--- src/rtl/scs_pkg.sv ---
package scs_pkg;
  localparam int OP_W    = 4;
  localparam int ADDR_W  = 4;
  localparam int DATA_W  = 16;
  localparam int HDR_W   = OP_W + ADDR_W;
  localparam int FRAME_W = HDR_W + DATA_W;

  typedef enum logic [OP_W-1:0] {
    OP_NOP         = 4'd0,
    OP_RESTORE     = 4'd1,
    OP_SAVE_WIPER  = 4'd2,
    OP_WRITE_USER  = 4'd3,
    OP_RSHIFT_ONE  = 4'd4,
    OP_RSHIFT_ALL  = 4'd5,
    OP_DEC_ONE     = 4'd6,
    OP_DEC_ALL     = 4'd7,
    OP_RESET_ALL   = 4'd8,
    OP_READ_WORD   = 4'd9,
    OP_READ_WIPER  = 4'd10,
    OP_WRITE_WIPER = 4'd11,
    OP_LSHIFT_ONE  = 4'd12,
    OP_LSHIFT_ALL  = 4'd13,
    OP_INC_ONE     = 4'd14,
    OP_INC_ALL     = 4'd15
  } op_e;

  typedef struct packed {
    op_e               op;
    logic [ADDR_W-1:0] addr;
    logic [DATA_W-1:0] data;
  } frame_t;
endpackage

--- src/rtl/scs_sync.sv ---
module scs_sync #(
  parameter int          W       = 1,
  parameter int          STAGES  = 2,
  parameter logic [W-1:0] RST_VAL = '0
) (
  input  logic         clk,
  input  logic         rst_n,
  input  logic [W-1:0] d,
  output logic [W-1:0] q
);
  logic [STAGES-1:0][W-1:0] stg_q;
  logic [STAGES-1:0][W-1:0] stg_d;

  always_comb begin
    stg_d = {stg_q[STAGES-2:0], d};
  end

  always_ff @(posedge clk or negedge rst_n) begin
    if (!rst_n) stg_q <= {STAGES{RST_VAL}};
    else        stg_q <= stg_d;
  end

  assign q = stg_q[STAGES-1];
endmodule

--- src/rtl/scs_shifter.sv ---
module scs_shifter import scs_pkg::*; #(
  parameter int PH_W = $clog2(FRAME_W)
) (
  input  logic               clk,
  input  logic               rst_n,
  input  logic               shift_en,
  input  logic               sdi,
  input  logic               clear,
  input  logic               load_en,
  input  logic [FRAME_W-1:0] load_val,
  output logic [FRAME_W-1:0] sr,
  output logic [PH_W-1:0]    phase,
  output logic               full
);
  localparam logic [PH_W-1:0] LAST_PH = PH_W'(FRAME_W - 1);

  logic [FRAME_W-1:0] sr_q, sr_d;
  logic [PH_W-1:0]    ph_q, ph_d;
  logic               full_q, full_d;

  always_comb begin
    sr_d   = sr_q;
    ph_d   = ph_q;
    full_d = full_q;
    if (load_en)       sr_d = load_val;
    else if (shift_en) sr_d = {sr_q[FRAME_W-2:0], sdi};
    if (clear) begin
      ph_d   = '0;
      full_d = 1'b0;
    end else if (shift_en) begin
      if (ph_q == LAST_PH) begin
        ph_d   = '0;
        full_d = 1'b1;
      end else begin
        ph_d = ph_q + PH_W'(1);
      end
    end
  end

  always_ff @(posedge clk or negedge rst_n) begin
    if (!rst_n) begin
      sr_q   <= '0;
      ph_q   <= '0;
      full_q <= 1'b0;
    end else begin
      sr_q   <= sr_d;
      ph_q   <= ph_d;
      full_q <= full_d;
    end
  end

  assign sr    = sr_q;
  assign phase = ph_q;
  assign full  = full_q;
endmodule

--- src/rtl/scs_decode.sv ---
module scs_decode import scs_pkg::*; #(
  parameter int PH_W = $clog2(FRAME_W)
) (
  input  logic               clk,
  input  logic               rst_n,
  input  logic               cs_rise,
  input  logic [PH_W-1:0]    phase,
  input  logic               full,
  input  logic [FRAME_W-1:0] sr,
  output logic               stb,
  output frame_t             fr
);
  logic   frame_ok;
  logic   stb_q, stb_d;
  frame_t fr_q, fr_d;

  always_comb begin
    frame_ok = cs_rise && full && (phase == '0);
    stb_d    = frame_ok;
    fr_d     = fr_q;
    if (frame_ok) fr_d = frame_t'(sr);
  end

  always_ff @(posedge clk or negedge rst_n) begin
    if (!rst_n) begin
      stb_q <= 1'b0;
      fr_q  <= '0;
    end else begin
      stb_q <= stb_d;
      fr_q  <= fr_d;
    end
  end

  assign stb = stb_q;
  assign fr  = fr_q;
endmodule

--- src/rtl/scs_resp.sv ---
module scs_resp import scs_pkg::*; #(
  parameter int WIPER_W = 10
) (
  input  logic               stb,
  input  op_e                op,
  input  logic [HDR_W-1:0]   hdr,
  input  logic [DATA_W-1:0]  word,
  input  logic [WIPER_W-1:0] wiper,
  output logic               load_en,
  output logic [FRAME_W-1:0] load_val
);
  logic [DATA_W-1:0] wiper_ext;

  generate
    if (WIPER_W < DATA_W) begin : g_pad
      assign wiper_ext = {{(DATA_W-WIPER_W){1'b0}}, wiper};
    end else begin : g_fit
      assign wiper_ext = wiper[DATA_W-1:0];
    end
  endgenerate

  always_comb begin
    load_en  = stb && ((op == OP_READ_WORD) || (op == OP_READ_WIPER));
    load_val = {hdr, (op == OP_READ_WIPER) ? wiper_ext : word};
  end
endmodule

--- src/rtl/spi_chain_slave.sv ---
module spi_chain_slave import scs_pkg::*; #(
  parameter int WIPER_W     = 10,
  parameter int SYNC_STAGES = 2
) (
  input  logic               clk,
  input  logic               rst_n,
  input  logic               spi_sck,
  input  logic               spi_cs_n,
  input  logic               spi_sdi,
  input  logic               busy_lock,
  input  logic [DATA_W-1:0]  mem_rdata,
  input  logic [WIPER_W-1:0] wiper_rdata,
  output logic               exec_stb,
  output logic [OP_W-1:0]    exec_op,
  output logic [ADDR_W-1:0]  exec_addr,
  output logic [DATA_W-1:0]  exec_data,
  output logic               sdo_pull_low
);
  localparam int PH_W = $clog2(FRAME_W);

  logic [2:0]         pins_q;
  logic               sck_q, cs_q, sdi_q;
  logic               sck_prev_q, sck_prev_d;
  logic               cs_prev_q, cs_prev_d;
  logic               sdo_q, sdo_d;
  logic               sck_rise, cs_rise, shift_en;
  logic [FRAME_W-1:0] sr;
  logic [PH_W-1:0]    phase;
  logic               full;
  logic               load_en;
  logic [FRAME_W-1:0] load_val;
  frame_t             fr;

  scs_sync #(.W(3), .STAGES(SYNC_STAGES), .RST_VAL(3'b010)) u_sync (
    .clk   (clk),
    .rst_n (rst_n),
    .d     ({spi_sck, spi_cs_n, spi_sdi}),
    .q     (pins_q)
  );

  assign sck_q = pins_q[2];
  assign cs_q  = pins_q[1];
  assign sdi_q = pins_q[0];

  always_comb begin
    sck_prev_d = sck_q;
    cs_prev_d  = cs_q;
    sck_rise   = sck_q && !sck_prev_q;
    cs_rise    = cs_q && !cs_prev_q;
    shift_en   = sck_rise && !cs_q && !busy_lock;
    sdo_d      = !cs_q && !sr[FRAME_W-1];
  end

  always_ff @(posedge clk or negedge rst_n) begin
    if (!rst_n) begin
      sck_prev_q <= 1'b0;
      cs_prev_q  <= 1'b1;
      sdo_q      <= 1'b0;
    end else begin
      sck_prev_q <= sck_prev_d;
      cs_prev_q  <= cs_prev_d;
      sdo_q      <= sdo_d;
    end
  end

  scs_shifter #(.PH_W(PH_W)) u_shift (
    .clk      (clk),
    .rst_n    (rst_n),
    .shift_en (shift_en),
    .sdi      (sdi_q),
    .clear    (cs_q),
    .load_en  (load_en),
    .load_val (load_val),
    .sr       (sr),
    .phase    (phase),
    .full     (full)
  );

  scs_decode #(.PH_W(PH_W)) u_dec (
    .clk     (clk),
    .rst_n   (rst_n),
    .cs_rise (cs_rise),
    .phase   (phase),
    .full    (full),
    .sr      (sr),
    .stb     (exec_stb),
    .fr      (fr)
  );

  scs_resp #(.WIPER_W(WIPER_W)) u_resp (
    .stb      (exec_stb),
    .op       (fr.op),
    .hdr      (sr[FRAME_W-1:DATA_W]),
    .word     (mem_rdata),
    .wiper    (wiper_rdata),
    .load_en  (load_en),
    .load_val (load_val)
  );

  assign exec_op      = fr.op;
  assign exec_addr    = fr.addr;
  assign exec_data    = fr.data;
  assign sdo_pull_low = sdo_q;
endmodule

--- config.mk ---
export PLATFORM = sky130hd
export DESIGN_NAME = spi_chain_slave
export DESIGN_NICKNAME = d
export VERILOG_FILES = /design/src/rtl/scs_pkg.sv /design/src/rtl/scs_sync.sv /design/src/rtl/scs_shifter.sv /design/src/rtl/scs_decode.sv /design/src/rtl/scs_resp.sv /design/src/rtl/spi_chain_slave.sv
export SDC_FILE = /design/constraint.sdc
export NUM_CORES = 1
export LEC_CHECK = 0
export BUFFER_PORTS_ARGS = -buffer_cell sky130_fd_sc_hd__buf_2
export CAP_MARGIN = 30
export CORE_UTILIZATION = 53
export DETAILED_ROUTE_END_ITERATION = 7
export PLACE_DENSITY = 0.84
export SLEW_MARGIN = 15
export SYNTH_ARGS = -nofsm -noshare
export SYNTH_HDL_FRONTEND = slang
export SYNTH_SLANG_ARGS = --single-unit
--- constraint.sdc ---
create_clock -name clk -period 2.05 [get_ports clk]
set_input_delay 0.3075 -clock clk [delete_from_list [all_inputs] [get_ports clk]]
set_output_delay 0.3075 -clock clk [all_outputs]
set_load 0.005 [all_outputs]
==> results.py, run 1 <==
metrics = {
    "status": {
        "status": "completed",
    },
    "synthesis": {
        "synth_area_per_cell_um2": 14.6,
        "synth.distinct_cells": 30,
        "synthTopCellsByArea": "dfrtp_1, mux2i_1, mux2_2",
        "synth.yosys.warnings": 0,
        "yosysSeqAreaShare_pct": 60.0,
        "synth_top_area_share_pct": 57.0,
        "synth_seq_cells": 64,
        "synth_area_leader_cell": "dfrtp_1",
        "netlist_area_mm2": 0.00268,
        "syn_inst": 184,
        "syn_nets": 218,
    },
    "clocking": {
        "tritoncts": "done",
        "clk_path_buf_depth": 2,
        "post-cts-setup-buffers": 0,
        "root_buffer": "clkbuf_8",
        "cts_resized": 0,
        "cts_max_level": 3,
        "cts_buffers": 9,
        "clock_latency_ps": 340,
        "clk_pin_slew_ps": 70,
        "cts_hold_buf": 1,
        "cts_sinks": 64,
    },
    "job": {
        "cap_violations": 0,
    },
    "worst_hold_path": {
        "hold_path_class": "input port to flip-flop",
    },
    "route": {
        "via_per_inst": 5.34,
        "first_pass_iters": 4,
        "ant_nets": 0,
        "wire_per_inst_um": 15.8,
        "routed_wl_um": 5130,
        "drc": 0,
        "vias": 1734,
        "dr.first_iter.drc_count": 115,
    },
    "layout": {
        "n_fill_cell": 350,
        "final_common_cell": "dfrtp_1",
        "drive_gt1_share_pct": 45.3,
        "layout_common_cells": "dfrtp_1, buf_2, mux2i_1",
        "multi_input_area_mm2": 0.00102,
        "syn_to_final_growth_pct": 23.5,
        "num-nets-final": 287,
        "insertedDiodeCount": 0,
        "seq_area_mm2": 0.00161,
        "finalInstanceArea_mm2": 0.00331,
    },
    "timing": {
        "relSlewSlack_pct": 53.1,
        "rsz0062_at_grt": "no",
        "setup_ws_ps": 264,
        "period_needed_ps": 1790,
        "hold_viol": 0,
        "finalClockSkew_ps": 9.49,
        "fmax_ghz": 0.560,
        "fin_setup_tns_ps": 0,
        "min_period_over_period_pct": 87.1,
        "worst_slew_pin_slew_ps": 699,
        "setup_viol": 0,
        "slew_viol_final": 0,
    },
    "setup_path": {
        "endpoint_kind": "flip-flop",
        "cp_data_required_time_ps": 2310,
        "path_class": "flip-flop to flip-flop",
        "start_kind": "flip-flop",
        "arrival_ps": 2050,
        "path_max_fanout": 11,
    },
    "floorplan": {
        "dieArea_mm2": 0.00534,
        "core_mm2": 0.00479,
        "die_w_um": 73.1,
        "num_io_pins": 58,
        "rows": 25,
        "die_y_um": 73.1,
        "initial_utilization_pct": 55.9,
    },
    "power": {
        "power.leakage_nw": 1.64,
        "power.density_mw_per_mm2": 803,
        "vdd_drop_max_v": 0.000576,
    },
    "global_route": {
        "globalRouteOverflowTotal": 0,
        "grt_pass1_vias": 1711,
        "grt_use_total_pct": 21.4,
        "grt_max_degree": 65,
        "grt_pass1_wl_um": 8220,
        "antenna_found_initial": 0,
    },
    "placed_design": {
        "place.gp.congestion": 0.807,
        "io_buffers": 57,
        "place_area_mm2": 0.00308,
        "pre_cts_ws_ps": 270,
        "post-dp-hpwl_um": 3520,
    },
}
[worst paths after layout]
check	start	end	slack (ps)	cells after the start
worst min register to register	u_sync.stg_d[4]$_DFF_PN1_	u_sync.q[1]$_DFF_PN1_	360	0
worst max-delay path	u_sync.q[1]$_DFF_PN1_	u_shift.phase[3]$_DFFE_PN0P_	260	3
max in group asynchronous	rst_n	u_sync.q[1]$_DFF_PN1_	1210	3
worst min-delay path	spi_cs_n	u_sync.stg_d[4]$_DFF_PN1_	80	1
min in group asynchronous	rst_n	u_shift.phase[3]$_DFFE_PN0P_	510	3
worst max register to register	u_sync.q[1]$_DFF_PN1_	u_shift.phase[3]$_DFFE_PN0P_	260	3
[logic make-up after synthesis]
logic type | after synthesis | synth area share (%)
buffers and inverters | 12 | 2.38
XOR/XNOR | 1 | 0.327
adder cells (fa/ha/maj) | 2 | 0.934
multiplexers | 68 | 26.9
AND/OR/NAND/NOR | 21 | 5.14
AO/OA/AOI/OAI | 16 | 4.35
flip-flops | 64 | 60.0
[stage by stage]
step	total power [mW]	utilization, %	hold slack, ps	instances
6_report	2.65	69.1	75.5	325
5_1_grt	2.74	69.1	58.2	325
4_1_cts	2.68	69.1	59.7	325
3_5_place_dp	1.51	64.4	345	308
3_3_place_gp	1.49	64.4	332	308
2_1_floorplan	1.42	-	11.9	184
[metal layers]
metal  up-vias  GRT usage (%)  share of wire [%]
met4         0           9.80                2.4
met2        50           33.2                 48
li1        811              -                  -
met1       861           27.2                 44
met5         -              0                  0
met3        12           7.32                5.3
[state kept, by name, summed over array words and instances (netlist names)]
| register | count |
|---|---|
| u_dec.fr | 24 |
| u_shift.sr | 24 |
| u_shift.phase | 5 |
| u_sync.q | 3 |
| u_sync.stg_d | 3 |
| cs_prev_q | 1 |
| sck_prev_q | 1 |
| sdo_pull_low | 1 |
| u_dec.stb | 1 |
| u_shift.full | 1 |
[report_power, final]
group	internal [mW]	total [mW]	switching [mW]
Clock	0.718	1.17	0.451
Combinational	0.0647	0.132	0.0670
Sequential	1.31	1.35	0.0414
[layout make-up]
type                    count  share of cell area [%]
inverters                   4                   0.454
flip-flops and latches     64                    48.5
well taps                  67                    2.53
clock inverters             3                    1.97
multi-input cells         108                    30.9
clock buffers              13                    4.50
repair buffers             66                    11.1
[worst max-delay path: stages, from the launching register on]
cell     delay, ps
dfstp_2        430
or4b_4         610
or4_1          530
a21oi_1        150
[cell usage after synthesis]
cell       count
dfrtp_1       61
mux2i_1       36
mux2_2        32
o2bb2ai_1      7
nor2_1         5
inv_1          4
a21oi_1        3
buf_2          3
dfstp_2        3
nand3_1        3
buf_6          2
clkbuf_1       2
ha_1           2
nand2_1        2
nor4bb_1       2
o21ai_0        2
o31ai_1        2
and3_1         1
and4b_1        1
buf_1          1
nand3b_1       1
nand4b_1       1
nor3b_1        1
nor4b_1        1
o21ai_1        1
o21ba_2        1
or3_1          1
or4_1          1
or4b_4         1
xnor2_1        1
No activity file was read; power rests on OpenSTA's default activity.
==> run 2, diff against run 1 <==
- ABC_AREA: unset -> 1
- CORE_UTILIZATION: 53 -> 54
- PLACE_DENSITY: 0.84 -> 0.85
==> run 2 against run 1 <==
Compared with the run above:
- synthesized area increased by 6.5%
- highest routed layer unchanged
- register-to-register slack gained 150 ps
- hold slack worse by 15 ps
- non-clock buffer count decreased by 4
- fmax grew 9.4%
- core utilization down 2.4 points
- largest cell class unchanged
- sequential power about the same
- clock skew shrank 4.6 ps
- via count up 33%
==> results.py, run 2 <==
metrics = {
    "power": {
        "power.leakage_nw": 1.81,
        "netSwitchingFraction_pct": 21.9,
        "p_comb_share_pct": 4.9,
        "power_mw": 2.66,
        "vdd_drop_max_v": 0.000558,
        "share_seq_of_total_power_pct": 50.3,
        "clkPwrFrac_pct": 44.8,
        "power.density_mw_per_mm2": 781,
        "p_sw_mw": 0.583,
        "internal_power_mw": 2.08,
    },
    "synthesis": {
        "synth_top_area_share_pct": 53.5,
        "synth.distinct_cells": 27,
        "netlist_area_mm2": 0.00285,
        "synthArstFlopShare_pct": 100,
        "synth.yosys.warnings": 0,
        "synth_flop_cell": "dfrtp_1",
        "synth_area_leader_cell": "dfrtp_1",
        "syn_inst": 316,
        "synth_common_cells": "nand2_1, dfrtp_1, nand3_1, inv_1, o21ai_2",
        "synthTopCellsByArea": "dfrtp_1, nand2_1, nand3_1",
        "synth_seq_cells": 64,
        "synth_area_per_cell_um2": 9.03,
        "syn_nets": 350,
        "synth_edf_count": 0,
        "yosysSeqAreaShare_pct": 56.3,
        "yosys.cell_count.top_type": "nand2_1",
    },
    "clocking": {
        "cts_resized": 0,
        "tritoncts": "done",
        "root_buffer": "clkbuf_8",
        "clk_pin_slew_ps": 70,
        "cts_sinks": 64,
        "cts_max_level": 3,
        "clk_path_buf_depth": 2,
        "clock_latency_ps": 340,
        "cts_hold_buf": 1,
        "post-cts-setup-buffers": 0,
        "cts_buffers": 9,
    },
    "setup_path": {
        "crit_path_max_incr_delay_ps": 390,
        "crit_top_cell": "nand2_1",
        "r2r_start": "u_shift.phase[0]$_DFFE_PN0P_",
        "path_buf_inv": 2,
        "crit_path_top_delay_cell": "dfrtp_1",
        "path_cells": "inv_1, ha_1, nand2_1, nor3_4, nand2_4, inv_6, nand2_1, nand2_1",
        "rrSetupSlack_ps": 420,
        "path_delay_family": "simple AND/OR/NAND/NOR gates",
        "endpoint_kind": "flip-flop",
        "cp_data_required_time_ps": 2320,
        "arrival_ps": 1910,
        "start_kind": "flip-flop",
        "path_class": "flip-flop to flip-flop",
        "path_max_fanout": 32,
        "cp-startpoint": "u_shift.phase[0]$_DFFE_PN0P_",
    },
    "timing": {
        "hold_viol": 0,
        "fmax_ghz": 0.612,
        "setup_ws_ps": 417,
        "finalClockSkew_ps": 4.89,
        "period_needed_ps": 1630,
        "worst_slew_pin_slew_ps": 428,
        "relSlewSlack_pct": 71.4,
        "fin_setup_tns_ps": 0,
        "rsz0062_at_grt": "no",
        "setup_viol": 0,
        "hold_ws_ps": 60.8,
        "min_period_over_period_pct": 79.6,
        "slew_viol_final": 0,
    },
    "layout": {
        "final_common_cell": "nand2_1",
        "insertedDiodeCount": 0,
        "num-nets-final": 412,
        "n_fill_cell": 410,
        "stdcell_count": 453,
        "drive_gt1_share_pct": 27.7,
        "syn_to_final_growth_pct": 19.4,
        "layout_common_cells": "nand2_1, dfrtp_1, buf_2",
    },
    "status": {
        "status": "completed",
    },
    "route": {
        "drc": 0,
        "ant_nets": 0,
        "dr.first_iter.drc_count": 163,
        "routed_wl_um": 5980,
        "first_pass_iters": 4,
        "wire_per_inst_um": 13.2,
        "via_per_inst": 5.10,
        "vias": 2309,
    },
    "global_route": {
        "globalRouteOverflowTotal": 0,
        "grt_pass1_wl_um": 9850,
        "grt_pass1_vias": 2148,
        "grt_use_total_pct": 24.6,
        "antenna_found_initial": 0,
        "grt_max_degree": 33,
    },
    "placed_design": {
        "place.gp.congestion": 0.835,
        "pre_cts_ws_ps": 442,
        "io_buffers": 57,
        "dp.cells": 436,
        "post-dp-hpwl_um": 4140,
    },
    "floorplan": {
        "num_io_pins": 58,
        "die_w_um": 74.7,
        "die_y_um": 74.7,
        "rows": 26,
        "core_mm2": 0.00511,
        "initial_utilization_pct": 55.9,
        "dieArea_mm2": 0.00558,
    },
    "job": {
        "cap_violations": 0,
    },
    "worst_hold_path": {
        "hp-start": "spi_cs_n",
        "hold_path_class": "input port to flip-flop",
    },
}
[run 2: layer usage]
metal	part of all wire, %	wire length [um]	track usage (%)
met1	43	2540	31.2
met2	48	2880	39.8
met3	7.2	430	6.56
met4	2.1	124	10.9
met5	0	0	0
[run 2: final cells by class]
cell class / instances / area, um^2 / area share [%]
Clock inverter: 5 / 80.1 / 2.35
Multi-Input combinational cell: 217 / 1050 / 30.9
Sequential cell: 64 / 1610 / 47.1
Tap cell: 70 / 87.6 / 2.57
Timing Repair Buffer: 62 / 338 / 9.92
Inverter: 24 / 100 / 2.94
Clock buffer: 11 / 141 / 4.15
[run 2: path summary, 6_finish.rpt]
path	endpoint	depth (start not counted)
setup / recovery	u_dec.fr[1]$_DFFE_PN0P_	8
hold / removal	u_sync.stg_d[4]$_DFF_PN1_	1
setup reg to reg	u_dec.fr[1]$_DFFE_PN0P_	8
hold reg to reg	u_sync.q[2]$_DFF_PN0_	0
max in group asynchronous	u_sync.q[0]$_DFF_PN0_	3
min in group asynchronous	u_dec.fr[8]$_DFFE_PN0P_	2
[run 2: power by group through the flow]
stage                     clock [mW]  combinational [mW]  sequential (mW)
after CTS                       1.21               0.134             1.34
final                           1.19               0.131             1.34
after floorplan                    0              0.0600             1.35
after detailed placement           0               0.130             1.36
after global routing            1.27               0.152             1.34
after global placement             0               0.128             1.36
[run 2: cells by family after synthesis]
family	count (synthesis)	share of synthesized area [%]
buf+inv	35	6.80
compound gates	28	6.58
fa+ha+maj	2	0.877
flops	64	56.3
simple gates	187	29.5
[run 2: through the flow]
step	cell area, um^2	util, %
finish	3410	66.7
global route	3410	66.7
CTS	3410	66.7
detailed placement	3170	62.2
global placement	3170	62.2
floorplan	2850	-
==> run 3, diff against run 2 <==
- ABC_AREA: 1 -> 0
- CORE_UTILIZATION: 54 -> 53
- PLACE_DENSITY: 0.85 -> 0.84
- clock period: 2.05 -> 1.67 ns (I/O delays scaled with it)
==> run 3 against run 2 <==
Compared with the run above:
- the run now ends with setup timing left
- first-iteration DRC count decreased by 37%
- sequential cell count did not move
- register-to-register slack got worse by 450 ps
- critical path depth decreased by 2
==> results.py, run 3 (synthesis gave the netlist of run 1 again) <==
metrics = {
    "status": {
        "status": "complete, but fails checks",
        "violations": "setup timing",
    },
    "floorplan": {
        "core_mm2": 0.00479,
        "dieArea_mm2": 0.00534,
        "die_y_um": 73.1,
        "num_io_pins": 58,
        "initial_utilization_pct": 55.9,
        "die_w_um": 73.1,
        "rows": 25,
    },
    "power": {
        "netSwitchingFraction_pct": 22.5,
        "p_comb_share_pct": 5.3,
        "internal_power_mw": 2.46,
        "share_seq_of_total_power_pct": 52.2,
        "vdd_drop_max_v": 0.000805,
        "power_mw": 3.17,
        "p_sw_mw": 0.714,
        "clkPwrFrac_pct": 42.6,
        "power.leakage_nw": 1.66,
        "power.density_mw_per_mm2": 943,
    },
    "layout": {
        "final_common_cell": "dfrtp_1",
        "stdcell_count": 330,
        "insertedDiodeCount": 0,
        "layout_common_cells": "dfrtp_1, buf_2, mux2i_1",
        "num-nets-final": 292,
        "final_util_pct": 70.4,
        "n_fill_cell": 336,
        "syn_to_final_growth_pct": 25.7,
        "finalInstanceArea_mm2": 0.00337,
        "drive_gt1_share_pct": 47.9,
    },
    "setup_path": {
        "crit_path_top_delay_cell": "dfrtp_1",
        "cp_data_required_time_ps": 1890,
        "path_class": "flip-flop to flip-flop",
        "path_delay_family": "simple AND/OR/NAND/NOR gates",
        "path_buf_inv": 2,
        "path_cells": "inv_1, ha_1, nor4bb_4, nand3_2, buf_6, mux2_2",
        "start_kind": "flip-flop",
        "crit_path_max_incr_delay_ps": 400,
        "endpoint_kind": "flip-flop",
        "path_max_fanout": 12,
        "arrival_ps": 1930,
    },
    "placed_design": {
        "dp.cells": 311,
        "post-dp-hpwl_um": 3380,
        "place_area_mm2": 0.00311,
        "pre_cts_ws_ps": 74.1,
        "place.gp.congestion": 0.794,
        "io_buffers": 57,
    },
    "route": {
        "first_pass_iters": 4,
        "vias": 1728,
        "wire_per_inst_um": 15.6,
        "via_per_inst": 5.24,
        "routed_wl_um": 5160,
        "drc": 0,
        "dr.first_iter.drc_count": 103,
        "ant_nets": 0,
    },
    "global_route": {
        "grt_pass1_wl_um": 7690,
        "globalRouteOverflowTotal": 0,
        "antenna_found_initial": 0,
        "grt_pass1_vias": 1638,
        "grt_use_total_pct": 19.9,
        "grt_max_degree": 65,
    },
    "clocking": {
        "post-cts-setup-buffers": 0,
        "clk_pin_slew_ps": 70,
        "cts_buffers": 9,
        "tritoncts": "done",
        "root_buffer": "clkbuf_8",
        "cts_max_level": 3,
        "clock_latency_ps": 340,
        "clk_path_buf_depth": 2,
        "cts_sinks": 64,
    },
    "timing": {
        "relSlewSlack_pct": 78.0,
        "hold_viol": 0,
        "fmax_ghz": 0.586,
        "hold_ws_ps": 18.0,
        "setup_ws_ps": -36.2,
        "min_period_over_period_pct": 102,
        "finalClockSkew_ps": 9.08,
        "period_needed_ps": 1710,
        "setup_viol": 23,
        "worst_slew_pin_slew_ps": 331,
        "slew_viol_final": 0,
        "fin_setup_tns_ps": -560,
    },
    "job": {
        "cap_violations": 0,
    },
    "worst_hold_path": {
        "hold_path_class": "input port to flip-flop",
    },
}
[run 3: cell types whose count changed in the layout (fill, tap and decap cells not counted), sizes merged, moves of 2 or more]
cell	delta
nand2	-120
nand3	-52
mux2i	+36
mux2	+32
o21ai	-20
inv	-19
buf	+8
o2bb2ai	+7
nor3	-3
nor2	-2
nor4bb	+2
o31ai	+2
[run 3: area by class of cell]
type                            count  area [um^2]  share of cell area [%]
Sequential cell                    64         1610                    47.7
Multi-Input combinational cell    108         1040                    30.9
Timing Repair Buffer               71          415                    12.3
Clock buffer                       11          151                    4.50
Tap cell                           67         83.8                    2.49
Clock inverter                      5         55.1                    1.64
Inverter                            4         15.0                   0.446
[run 3: metal layers]
layer  vias up  track usage (%)  part of all wire (%)
li1        814                -                     -
met3        10             4.83                   4.1
met1       861             25.7                    44
met5         -                0                     0
met4         0             11.3                   1.6
met2        43             30.8                    50
[run 3: power by group through the flow]
stage          Sequential (mW)  Combinational, mW  Clock [mW]
2_1_floorplan             1.67             0.0802           0
3_3_place_gp              1.68              0.160           0
4_1_cts                   1.65              0.166        1.37
3_5_place_dp              1.68              0.165           0
6_report                  1.66              0.167        1.35
5_1_grt                   1.66              0.188        1.43
[run 3: worst paths after layout]
kind                                                   start                   endpoint  slack, ps  cells past startpoint
worst max-delay path            u_shift.phase[0]$_DFFE_PN0P_   u_dec.fr[22]$_DFFE_PN0P_        -40                      6
worst min-delay path                                 spi_sck  u_sync.stg_d[5]$_DFF_PN0_         20                      1
worst max register to register  u_shift.phase[0]$_DFFE_PN0P_   u_dec.fr[22]$_DFFE_PN0P_        -40                      6
worst min register to register     u_sync.stg_d[5]$_DFF_PN0_      u_sync.q[2]$_DFF_PN0_        350                      0
max in group asynchronous                              rst_n  u_sync.stg_d[4]$_DFF_PN1_        900                      3
min in group asynchronous                              rst_n   u_dec.fr[14]$_DFFE_PN0P_        440                      3
[run 3: repair_timing]
action                                  in CTS  in global routing
hold buffers                                 1                  1
gates resized for setup                      0                  7
endpoints found under the setup margin       0                 24
endpoints found under the hold margin       61                  1
